## src/rtl/steer_pkg.sv

```systemverilog
package steer_pkg;

  typedef enum logic {
    TRIG_LEVEL = 1'b0,
    TRIG_EDGE  = 1'b1
  } trig_mode_e;

  typedef struct packed {
    logic       hit;
    logic [3:0] num;
  } irq_sel_t;

  // Non-linear steering table; reserved and zero codes give no hit.
  function automatic irq_sel_t code_to_irq(input logic [3:0] code);
    irq_sel_t s;
    s.hit = 1'b1;
    unique case (code)
      4'd1:    s.num = 4'd9;
      4'd2:    s.num = 4'd3;
      4'd3:    s.num = 4'd10;
      4'd4:    s.num = 4'd4;
      4'd5:    s.num = 4'd5;
      4'd6:    s.num = 4'd7;
      4'd7:    s.num = 4'd6;
      4'd9:    s.num = 4'd11;
      4'd11:   s.num = 4'd12;
      4'd13:   s.num = 4'd14;
      4'd15:   s.num = 4'd15;
      default: begin
        s.hit = 1'b0;
        s.num = 4'd0;
      end
    endcase
    return s;
  endfunction

endpackage

```

## src/rtl/steer_regs.sv

```systemverilog
module steer_regs #(
  parameter int LINES    = 4,
  parameter int CODE_W   = 4,
  parameter int IDX_W    = 8,
  parameter int DATA_W   = 8,
  parameter int MAP_BASE = 'h42,
  parameter int SENS_IDX = 'h44
) (
  input  logic                         clk,
  input  logic                         rst_n,
  input  logic [IDX_W-1:0]             reg_idx,
  input  logic [DATA_W-1:0]            reg_wdata,
  input  logic                         reg_wr,
  output logic [DATA_W-1:0]            reg_rdata,
  output logic [LINES-1:0][CODE_W-1:0] codes,
  output logic [LINES-1:0]             sens
);
  localparam int PER_REG = DATA_W / CODE_W;
  localparam int NUM_MAP = (LINES + PER_REG - 1) / PER_REG;
  localparam logic [IDX_W-1:0] SENS_A = IDX_W'(SENS_IDX);

  logic [NUM_MAP-1:0][DATA_W-1:0] map_q;
  logic [LINES-1:0]               sens_q;

  for (genvar r = 0; r < NUM_MAP; r++) begin : g_map
    localparam logic [IDX_W-1:0] MY_A = IDX_W'(MAP_BASE + r);
    always_ff @(posedge clk or negedge rst_n) begin
      if (!rst_n)                         map_q[r] <= '0;
      else if (reg_wr && reg_idx == MY_A) map_q[r] <= reg_wdata;
    end
  end

  always_ff @(posedge clk or negedge rst_n) begin
    if (!rst_n)                           sens_q <= '0;
    else if (reg_wr && reg_idx == SENS_A) sens_q <= reg_wdata[LINES-1:0];
  end

  for (genvar l = 0; l < LINES; l++) begin : g_code
    assign codes[l] = map_q[l / PER_REG][(l % PER_REG)*CODE_W +: CODE_W];
  end
  assign sens = sens_q;

  always_comb begin
    reg_rdata = '0;
    for (int r = 0; r < NUM_MAP; r++) begin
      if (reg_idx == IDX_W'(MAP_BASE + r)) reg_rdata = map_q[r];
    end
    if (reg_idx == SENS_A) reg_rdata = DATA_W'(sens_q);
  end

endmodule

```

## src/rtl/steer_trig.sv

```systemverilog
module steer_trig #(
  parameter int LINES = 4
) (
  input  logic             clk,
  input  logic             rst_n,
  input  logic [LINES-1:0] intx_n,
  input  logic [LINES-1:0] sens,
  output logic [LINES-1:0] act
);
  import steer_pkg::*;

  logic [LINES-1:0] asrt_q;
  logic [LINES-1:0] prev_q;

  always_ff @(posedge clk or negedge rst_n) begin
    if (!rst_n) begin
      asrt_q <= '0;
      prev_q <= '0;
    end else begin
      asrt_q <= ~intx_n;
      prev_q <= asrt_q;
    end
  end

  for (genvar l = 0; l < LINES; l++) begin : g_line
    trig_mode_e mode;
    assign mode   = trig_mode_e'(sens[l]);
    assign act[l] = (mode == TRIG_EDGE) ? (asrt_q[l] & ~prev_q[l]) : asrt_q[l];
  end

endmodule

```

## src/rtl/steer_decode.sv

```systemverilog
module steer_decode #(
  parameter int CODE_W = 4,
  parameter int IRQ_W  = 16
) (
  input  logic [CODE_W-1:0] code,
  output logic [IRQ_W-1:0]  hot
);
  import steer_pkg::*;

  irq_sel_t sel;

  always_comb begin
    sel = code_to_irq(4'(code));
    hot = '0;
    if (sel.hit) hot[sel.num] = 1'b1;
  end

endmodule

```

## src/rtl/intx_irq_steer.sv

```systemverilog
module intx_irq_steer #(
  parameter int LINES    = 4,
  parameter int CODE_W   = 4,
  parameter int IDX_W    = 8,
  parameter int DATA_W   = 8,
  parameter int IRQ_W    = 16,
  parameter int MAP_BASE = 'h42,
  parameter int SENS_IDX = 'h44
) (
  input  logic              clk,
  input  logic              rst_n,
  input  logic [LINES-1:0]  intx_n,
  input  logic [IDX_W-1:0]  reg_idx,
  input  logic [DATA_W-1:0] reg_wdata,
  input  logic              reg_wr,
  output logic [DATA_W-1:0] reg_rdata,
  output logic [IRQ_W-1:0]  irq
);
  logic [LINES-1:0][CODE_W-1:0] codes;
  logic [LINES-1:0]             sens;
  logic [LINES-1:0]             act;
  logic [LINES-1:0][IRQ_W-1:0]  hot;

  steer_regs #(
    .LINES(LINES), .CODE_W(CODE_W), .IDX_W(IDX_W), .DATA_W(DATA_W),
    .MAP_BASE(MAP_BASE), .SENS_IDX(SENS_IDX)
  ) u_regs (
    .clk(clk), .rst_n(rst_n), .reg_idx(reg_idx), .reg_wdata(reg_wdata),
    .reg_wr(reg_wr), .reg_rdata(reg_rdata), .codes(codes), .sens(sens)
  );

  steer_trig #(.LINES(LINES)) u_trig (
    .clk(clk), .rst_n(rst_n), .intx_n(intx_n), .sens(sens), .act(act)
  );

  for (genvar l = 0; l < LINES; l++) begin : g_dec
    steer_decode #(.CODE_W(CODE_W), .IRQ_W(IRQ_W)) u_dec (
      .code(codes[l]), .hot(hot[l])
    );
  end

  always_comb begin
    irq = '0;
    for (int l = 0; l < LINES; l++) irq |= hot[l] & {IRQ_W{act[l]}};
  end

endmodule

```

## config.mk

```make
export PLATFORM = sky130hd
export DESIGN_NAME = intx_irq_steer
export DESIGN_NICKNAME = d
export VERILOG_FILES = /design/src/rtl/steer_pkg.sv /design/src/rtl/steer_regs.sv /design/src/rtl/steer_trig.sv /design/src/rtl/steer_decode.sv /design/src/rtl/intx_irq_steer.sv
export SDC_FILE = /design/constraint.sdc
export NUM_CORES = 1
export LEC_CHECK = 0
export BUFFER_PORTS_ARGS = -buffer_cell sky130_fd_sc_hd__buf_2
export CAP_MARGIN = 15
export CORE_ASPECT_RATIO = 1.5
export CORE_MARGIN = 1
export CORE_UTILIZATION = 52
export DETAILED_ROUTE_END_ITERATION = 16
export PLACE_DENSITY = 0.91
export SLEW_MARGIN = 40
export SYNTH_ARGS = -nofsm -noshare
export SYNTH_HDL_FRONTEND = slang
export SYNTH_SLANG_ARGS = --single-unit
export TNS_END_PERCENT = 10
```

## constraint.sdc

```tcl
create_clock -name clk -period 2.32 [get_ports clk]
set_clock_uncertainty 0.1 [all_clocks]
set_input_delay 0.464 -clock clk [delete_from_list [all_inputs] [get_ports clk]]
set_output_delay 0.464 -clock clk [all_outputs]
set_load 0.005 [all_outputs]
```

==> results_dict.tcl, run 1 <==
set metrics [dict create \
    outcome "completed" \
    yosys_warnings 0 \
    antenna_found_initial 0 \
    final_layout_size_suffix_gt1_share_pct 35.4 \
    cts_tree "yes" \
    cts_root_buffer "clkbuf_8" \
    vias_per_cell 6.04 \
    final_common_cell "buf_2" \
    cap_violations 0 \
    rsz0062_at_grt "false" \
    fin_crit_ns 2.25 \
    ioPinCount 47 \
    numCtsBuffers 3 \
    arrival_ns 1.69 \
    synth_cell_type_count 39 \
    final_nets 236 \
    netlist_area_mm2 0.00173 \
    cp-start-kind "flip-flop" \
    synthesis.instances 168 \
    cts_buffer_depth 2 \
    fin_hold_ws_ns 0.0707 \
    reg2reg_to "u_regs.codes[1]$_DFFE_PN0P_" \
    setup_viol 0 \
    synthAdderAreaFrac_pct 0 \
    power_mw 1.05 \
    clock_latency_ns 0.28 \
    coreArea_mm2 0.00316 \
    numClockSinks 28 \
    reg2reg_depth 1 \
    regArea_um2 701 \
    crit_path_max_incr_delay_ns 0.45 \
    crit_path_end_kind "output pin" \
    row_count 25 \
    slew_headroom_pct 60.1 \
    path_max_fanout 4 \
    fp.dieH_um 72.7 \
    ys_ff_latch 28 \
    grt_pass1_vias 1445 \
    min_path_type "input port to async pin" \
    muxShareOfSynthArea_pct 19.4 \
    fmax_mhz 444 \
    worstSetupStartpoint "u_regs.sens[2]$_DFFE_PN0P_" \
    rrSetupSlack_ns 1.29 \
    cpMaxStageDelayCell "o311ai_0" \
    path_cells "a21boi_2, nand3b_1, o311ai_0, buf_2" \
    io_buffers 41 \
    grt_use_total_pct 25.3 \
    finalMaxSlewViolations 0 \
    n_antenna_cell 0 \
    first_pass_iters 4 \
    ant_nets 0 \
    tightest_slew_ns 0.599 \
    overflow 0 \
    required_ns 1.76 \
    total_leakage_power_nw 1.03 \
    drcViolationCount 0 \
    ys_seq_area_share_pct 40.4 \
    htreeDepth 1 \
    ir_drop_mv 0.523 \
    grt_pass1_wl_um 6680 \
    synth_compound_area_share_pct 10.5 \
    dpl.hpwl_um 3080 \
    r2r_start "u_regs.codes[1]$_DFFE_PN0P_" \
    fin_crit_sh_pct 97.0 \
    wl_per_cell_um 16.6 \
    layout_common_cells "buf_2, dfrtp_1, nand2_1, mux2_2, nor2_1" \
    die_area_mm2 0.00357 \
    power_density_mw_per_mm2 512 \
    place.gp.congestion 0.867 \
    cts.clk_slew.worst_paths_ns 0.10 \
    die-width_um 49.1 \
    synth_top_family_by_area "simple AND/OR/NAND/NOR gates" \
    yosys.area_share.simple_pct 23.8 \
    synthXorXnorAreaFrac_pct 0 \
    final_hold_viol_count 0 \
    drt_wl_total_um 4190 \
    critical_path_class "flip-flop to output pin" \
    initial_utilization_pct 54.9 \
    first_iter_violations 67 \
    fillCellCount 268 \
    multi_input_area_um2 958 \
    grt_max_degree 29 \
    vias 1521 \
    endpoint "irq[7]" \
    area_growth_pct 18.7 \
    avgSynthCellArea_um2 10.3 \
]
-- power breakdown --
group | total, mW | switching [mW] | internal, mW
Sequential | 0.542 | 0.0309 | 0.511
Combinational | 0.126 | 0.0657 | 0.0607
Clock | 0.385 | 0.154 | 0.231
Total | 1.05 | 0.250 | 0.803
-- cell type report --
cell class / count / share of cell area (%)
clock buffer: 3 / 2.01
clock inverter: 1 / 1.46
tap: 40 / 2.43
timing repair buffer: 46 / 11.8
sequential: 28 / 34.1
inverter: 9 / 1.64
multi-input combinational: 125 / 46.6
-- synth_stat cells --
| cell | number | area [um2] |
|---|---|---|
| or3b_1 | 1 | 8.76 |
| mux2_4 | 8 | 120 |
| nand4b_4 | 1 | 23.8 |
| nand2b_1 | 2 | 12.5 |
| nor4b_1 | 1 | 8.76 |
| a32oi_1 | 6 | 52.6 |
| o311ai_0 | 3 | 26.3 |
| buf_6 | 1 | 11.3 |
| nand2_1 | 12 | 45.0 |
| nor2b_1 | 6 | 37.5 |
| dfrtp_1 | 28 | 701 |
| mux2i_1 | 8 | 80.1 |
| and3_1 | 2 | 12.5 |
| or3_1 | 4 | 25.0 |
| o21ai_0 | 4 | 20.0 |
| nand4_1 | 3 | 18.8 |
| conb_1 | 1 | 3.75 |
| and3b_1 | 2 | 17.5 |
| o211ai_1 | 3 | 22.5 |
| nand3_1 | 10 | 50.1 |
| inv_1 | 9 | 33.8 |
| a22oi_1 | 4 | 30.0 |
| nor3b_1 | 1 | 7.51 |
| a21bo_2 | 1 | 10.0 |
| nor4_1 | 1 | 6.26 |
| and2_1 | 2 | 12.5 |
| nor3_1 | 1 | 5.00 |
| buf_4 | 5 | 37.5 |
| nor4_4 | 1 | 21.3 |
| mux2_2 | 12 | 135 |
| clkbuf_1 | 3 | 11.3 |
| buf_1 | 1 | 3.75 |
| nand4b_1 | 3 | 26.3 |
| a31oi_1 | 1 | 6.26 |
| a21boi_0 | 2 | 15.0 |
| or4_1 | 1 | 7.51 |
| nand3b_1 | 2 | 15.0 |
| nor2_1 | 11 | 41.3 |
| nor4bb_1 | 1 | 10.0 |
-- metal layers --
| metal | share of wire, % | track usage (%) |
|---|---|---|
| met1 | 34 | 25.8 |
| met2 | 54 | 46.4 |
| met3 | 7.2 | 4.17 |
| met4 | 4.5 | 17.6 |
| met5 | 0 | 0 |
-- sequential cells by signal, indices dropped and copies added (netlist names) --
| name | flops |
|---|---|
| u_trig.asrt_q | 4 |
| u_regs.codes | 16 |
| u_regs.sens | 4 |
| u_trig.prev_q | 4 |
-- worst min path at each step --
stage | slack, ns | endpoint
floorplan | 0.07 | u_regs.codes[0]$_DFFE_PN0P_
global placement | 0.25 | u_trig.prev_q[3]$_DFF_PN0_
detailed placement | 0.26 | u_trig.prev_q[3]$_DFF_PN0_
CTS | 0.1 | u_regs.codes[5]$_DFFE_PN0P_
global route | 0.11 | u_regs.codes[5]$_DFFE_PN0P_
finish | 0.07 | u_regs.codes[5]$_DFFE_PN0P_
-- critical path: cells and delay by family (launching register included) --
family                 cells  cell delay (ns)
AND/OR/NAND/NOR            1             0.17
AO/OA/AOI/OAI              2             0.63
buffers and inverters      1             0.20
flip-flops                 1             0.41
-- what timing repair did --
action | CTS | global route
buffers inserted | 0 | 0
hold buffers | 0 | 0
setup endpoints to repair | 2 | 5
resized for setup | 3 | 2
-- cell families after synthesis --
family                 count (synthesis)
multiplexers                          28
flip-flops                            28
buffers and inverters                 19
other                                  1
AO/OA/AOI/OAI                         24
AND/OR/NAND/NOR                       68
-- through the flow --
step           instance area, um2  worst slack [ns]  setup TNS (ns)  util [%]  cells
2_1_floorplan                1750             0.174               0         -    172
3_3_place_gp                 1980            0.0460               0      62.6    248
3_5_place_dp                 1980           -0.0183         -0.0759      62.6    248
4_1_cts                      2050            0.0510               0      64.8    252
5_1_grt                      2060           0.00790               0      65.1    252
6_report                     2060            0.0688               0      65.1    252
(Power assumes the default switching activity.)
==> run 2, diff against run 1 <==
--- a/config.mk
+++ b/config.mk
@@ -9,9 +9,9 @@
 export CAP_MARGIN = 15
 export CORE_ASPECT_RATIO = 1.5
 export CORE_MARGIN = 1
-export CORE_UTILIZATION = 52
+export CORE_UTILIZATION = 56
 export DETAILED_ROUTE_END_ITERATION = 16
-export PLACE_DENSITY = 0.91
+export PLACE_DENSITY = 0.95
 export SLEW_MARGIN = 40
 export SYNTH_ARGS = -nofsm -noshare
 export SYNTH_HDL_FRONTEND = slang
==> constraint.sdc (replaced) <==
create_clock -name clk -period 2.8 [get_ports clk]
set_clock_uncertainty 0.1 [all_clocks]
set_input_delay 0.84 -clock clk [delete_from_list [all_inputs] [get_ports clk]]
set_output_delay 0.84 -clock clk [all_outputs]
set_load 0.005 [all_outputs]
==> run 2 against run 1 <==
  * The flow now finishes with violations (setup timing)
  * Via count grew 1.2%
  * Sequential share of layout area shrank 1.3 points
  * Hold slack gained 0.21 ns
  * Core utilization grew 8.3 points
  * Count of clock-buffer cells in the layout is the same
  * Global-route usage grew 3.4 points
  * Worst setup slack lost 0.11 ns
  * Critical endpoint is now reg_rdata[7]
  * Largest power group unchanged
==> results_dict.tcl, run 2 (synthesis gave the netlist of run 1 again) <==
set metrics [dict create \
    fmax_mhz 352 \
    grt_pass1_vias 1557 \
    path_max_fanout 4 \
    ir_drop_mv 0.352 \
    ioPinCount 47 \
    cpMaxStageDelayCell "nor4_4" \
    post_dp_cell_area_mm2 0.00198 \
    grt_pass1_wl_um 6960 \
    htreeDepth 1 \
    final_layout_size_suffix_gt1_share_pct 37.5 \
    critical_path_class "input port to output pin" \
    power_density_mw_per_mm2 411 \
    reg2reg_to "u_regs.codes[1]$_DFFE_PN0P_" \
    numClockSinks 28 \
    dpl.hpwl_um 3120 \
    die-width_um 47.4 \
    critPathTopFamily "simple AND/OR/NAND/NOR gates" \
    cap_violations 0 \
    arrival_ns 1.90 \
    crit_path_end_kind "output pin" \
    initial_utilization_pct 59.5 \
    largest_reg_flops 16 \
    vias_per_cell 6.04 \
    drt_wl_total_um 4300 \
    tightest_slew_ns 0.611 \
    fin_crit_ns 2.84 \
    rsz0062_at_grt "true" \
    drcViolationCount 0 \
    wl_per_cell_um 16.9 \
    numCtsBuffers 3 \
    die_area_mm2 0.00333 \
    overflow 0 \
    crit_top_cell "buf_2" \
    row_count 24 \
    n_antenna_cell 0 \
    coreArea_mm2 0.00291 \
    grt_use_total_pct 28.7 \
    cts_tree "yes" \
    ant_nets 0 \
    fin_crit_sh_pct 101 \
    rrSetupSlack_ns 1.78 \
    outcome "finished with violations" \
    cts_buffer_depth 2 \
    required_ns 1.86 \
    crit_path_max_incr_delay_ns 0.24 \
    final_cell_count_no_fill 255 \
    final_hold_viol_count 0 \
    clock_latency_ns 0.27 \
    hold_start "u_trig.asrt_q[3]$_DFF_PN0_" \
    fp.dieH_um 70.1 \
    antenna_found_initial 0 \
    first_pass_iters 4 \
    grt_max_degree 29 \
    io_buffers 41 \
    path_cells "buf_2, nor4_4, buf_4, nand4b_2, nor2_1, buf_2" \
    final_common_cell "buf_2" \
    reg2reg_depth 1 \
    slew_headroom_pct 59.3 \
    first_iter_violations 70 \
    cts_root_buffer "clkbuf_8" \
    min_path_type "flip-flop to flip-flop" \
    violations "setup timing" \
    cts.clk_slew.worst_paths_ns 0.09 \
    hold_path_end "u_trig.prev_q[3]$_DFF_PN0_" \
    final_nets 240 \
    setup_viol 6 \
    power_mw 0.878 \
    total_leakage_power_nw 1.07 \
    area_growth_pct 23.5 \
    layout_common_cells "buf_2, dfrtp_1, nand2_1, mux2_2, nor2_1" \
    r2r_start "u_regs.codes[1]$_DFFE_PN0P_" \
    min_path_cells 0 \
    layout_setup_ws_ns -0.0418 \
    dp_cells 246 \
    place.gp.congestion 0.916 \
    vias 1540 \
    cp-start-kind "input port" \
    design_area_mm2 0.00214 \
    utilization_pct 73.5 \
    path_buf_inv 3 \
    finalMaxSlewViolations 0 \
]
-- run 2: layer usage --
layer | vias to the layer above | wire [um] | global-route usage [%]
li1 | 712 | - | -
met1 | 752 | 1660 | 36.5
met4 | 0 | 72 | 11.1
met3 | 9 | 215 | 2.84
met2 | 67 | 2350 | 47.8
met5 | - | 0 | 0
-- run 2: how the worst max path moves through the flow --
stage,cells after the start,from,endpoint
after floorplan,5,reg_idx[0],reg_rdata[0]
after global placement,5,reg_idx[3],reg_rdata[1]
after detailed placement,5,reg_idx[3],reg_rdata[2]
after CTS,7,reg_idx[4],reg_rdata[1]
after global routing,7,reg_idx[4],reg_rdata[1]
final,6,reg_idx[5],reg_rdata[7]
-- run 2: power breakdown --
part	total [mW]	internal [mW]	switching (mW)
logic	0.115	0.0553	0.0602
clock network	0.314	0.191	0.122
registers	0.449	0.424	0.0259
total	0.878	0.670	0.208
-- run 2: stage by stage --
step	worst slack, ns	hold WS (ns)	TNS (ns)
3_3_place_gp	0.0138	0.251	0
5_1_grt	-0.121	0.288	-0.492
6_report	-0.0418	0.276	-0.143
3_5_place_dp	-0.122	0.255	-0.269
2_1_floorplan	0.0279	0.245	0
4_1_cts	-0.0304	0.281	-0.0764
-- run 2: final cells by class --
| class | count | area [um2] |
|---|---|---|
| well taps | 39 | 48.8 |
| repair buffers | 49 | 282 |
| multi-input cells | 126 | 1000 |
| flip-flops and latches | 28 | 701 |
| clock inverters | 1 | 30.0 |
| fillers | 191 | 773 |
| inverters | 9 | 33.8 |
| clock buffers | 3 | 41.3 |
-- run 2: repair_timing --
action | in CTS | in global routing
pin swaps | 4 | 0
hold endpoints to repair | 0 | 0
buffers inserted | 4 | 0
cloned | 1 | 0
resized for setup | 11 | 3
setup endpoints to repair | 4 | 12
hold buffers | 0 | 0
==> run 3, diff against run 2 <==
--- a/config.mk
+++ b/config.mk
@@ -9,9 +9,9 @@
 export CAP_MARGIN = 15
 export CORE_ASPECT_RATIO = 1.5
 export CORE_MARGIN = 1
-export CORE_UTILIZATION = 56
+export CORE_UTILIZATION = 47
 export DETAILED_ROUTE_END_ITERATION = 16
-export PLACE_DENSITY = 0.95
+export PLACE_DENSITY = 0.88
 export SLEW_MARGIN = 40
 export SYNTH_ARGS = -nofsm -noshare
 export SYNTH_HDL_FRONTEND = slang
==> constraint.sdc (replaced) <==
create_clock -name clk -period 2.6 [get_ports clk]
set_clock_uncertainty 0.1 [all_clocks]
set_input_delay 0.78 -clock clk [delete_from_list [all_inputs] [get_ports clk]]
set_output_delay 0.78 -clock clk [all_outputs]
set_load 0.005 [all_outputs]
==> run 3 against run 2 <==
  * The flow still finishes with violations (setup timing)
  * Sequential power increased by 7.8%
  * Largest power group unchanged
  * Highest routed layer unchanged
  * Design area is 4.0% higher
  * Largest cell class unchanged
  * Non-clock buffer count rose by 6
  * Cell count rose by 3.1%
==> results_dict.tcl, run 3 (synthesis gave the netlist of run 1 again) <==
set metrics [dict create \
    outcome "finished with violations" \
    violations "setup timing" \
    rsz0062_at_grt "true" \
    drcViolationCount 0 \
    n_antenna_cell 0 \
    fmax_mhz 363 \
    cp-start-kind "input port" \
    row_count 26 \
    first_pass_iters 4 \
    fin_hold_ws_ns 0.276 \
    clock_latency_ns 0.27 \
    ant_nets 0 \
    min_path_type "flip-flop to flip-flop" \
    initial_utilization_pct 50.3 \
    final_hold_viol_count 0 \
    ctsHoldBuffers 0 \
    grt_pass1_wl_um 7090 \
    die_area_mm2 0.00394 \
    crit_path_end_kind "output pin" \
    drt_wl_total_um 4360 \
    tightest_slew_ns 0.603 \
    numCtsBuffers 3 \
    grt_pass1_vias 1548 \
    grt_use_total_pct 23.9 \
    final_common_cell "buf_2" \
    largest_reg_flops 16 \
    dpl.hpwl_um 3260 \
    setup_viol 8 \
    fin_crit_sh_pct 106 \
    ioPinCount 47 \
    area_growth_pct 28.4 \
    wl_per_cell_um 16.6 \
    cts_root_buffer "clkbuf_8" \
    cts.clk_slew.worst_paths_ns 0.09 \
    htreeDepth 1 \
    final_layout_size_suffix_gt1_share_pct 41.2 \
    fin_crit_ns 2.75 \
    arrival_ns 1.87 \
    layout_setup_ws_ns -0.154 \
    ir_drop_mv 0.472 \
    fp.dieH_um 76.4 \
    vias 1549 \
    critical_path_class "input port to output pin" \
    slew_headroom_pct 59.8 \
    finalMaxSlewViolations 0 \
    total_leakage_power_nw 1.11 \
    power_density_mw_per_mm2 430 \
    required_ns 1.72 \
    cts_tree "yes" \
    first_iter_violations 108 \
    cap_violations 0 \
    coreArea_mm2 0.00345 \
    place.gp.congestion 0.940 \
    path_max_fanout 6 \
    power_mw 0.957 \
    grt_max_degree 29 \
    numClockSinks 28 \
    final_nets 245 \
    die-width_um 51.6 \
    vias_per_cell 5.89 \
    layout_common_cells "buf_2, dfrtp_1, nand2_1, mux2_2, buf_4" \
    antenna_found_initial 0 \
    io_buffers 41 \
    overflow 0 \
    cts_buffer_depth 2 \
]
run 3: cell types whose count changed in the layout (fill, tap and decap cells not counted), moves of 3 or more:
cell | previous run | this run
buf_4 | 8 | 12
buf_2 | 39 | 36
buf_6 | 1 | 4
nor2_1 | 11 | 8
nor2_2 | 0 | 3
run 3: layout make-up:
| cell class | count | area [um2] |
|---|---|---|
| Clock buffer | 3 | 41.3 |
| Clock inverter | 1 | 30.0 |
| Fill cell | 275 | 1220 |
| Inverter | 9 | 33.8 |
| Multi-Input combinational cell | 125 | 1010 |
| Sequential cell | 28 | 701 |
| Tap cell | 42 | 52.6 |
| Timing Repair Buffer | 55 | 360 |
run 3: worst paths after layout:
kind / from / endpoint / slack, ns / cells after the start
worst max-delay path: reg_idx[3] / reg_rdata[3] / -0.15 / 5
worst min-delay path: u_trig.asrt_q[3]$_DFF_PN0_ / u_trig.prev_q[3]$_DFF_PN0_ / 0.28 / 0
worst max register to register: u_regs.codes[1]$_DFFE_PN0P_ / u_regs.codes[1]$_DFFE_PN0P_ / 1.55 / 1
worst min register to register: u_trig.asrt_q[3]$_DFF_PN0_ / u_trig.prev_q[3]$_DFF_PN0_ / 0.28 / 0
max in group asynchronous: rst_n / u_regs.codes[6]$_DFFE_PN0P_ / 1.61 / 1
min in group asynchronous: rst_n / u_regs.codes[12]$_DFFE_PN0P_ / 0.40 / 1
run 3: stage by stage:
stage	setup slack (ns)	instances	cell area, um2	setup TNS (ns)	utilization [%]
finish	-0.154	263	2220	-0.859	64.5
global route	-0.186	263	2220	-1.39	64.5
floorplan	0.0155	172	1760	0	-
global placement	-0.168	257	2050	-2.24	59.4
CTS	-0.102	262	2180	-0.722	63.3
detailed placement	-0.161	257	2050	-2.22	59.4
run 3: worst max-delay path: stages:
cell and delay [ns]:
buf_6 0.11, nor4_4 0.36, nand4b_4 0.24, o21ai_0 0.24
buf_2 0.15
run 3: per-layer routing:
layer	GRT usage, %	up-vias	share of wire [%]
met1	28.2	734	38
met3	3.19	18	5.9
met4	11.4	0	3.0
met2	41.0	80	53
met5	0	-	0
li1	-	717	-
run 3: repair_timing:
item,4_1_cts,5_1_grt
pin swaps,10,5
setup endpoints to repair,12,14
setup buffers,1,1
resized for setup,20,10
run 3: power breakdown:
| part | internal (mW) | switching, mW |
|---|---|---|
| registers | 0.456 | 0.0276 |
| logic | 0.0672 | 0.0654 |
| clock network | 0.206 | 0.135 |
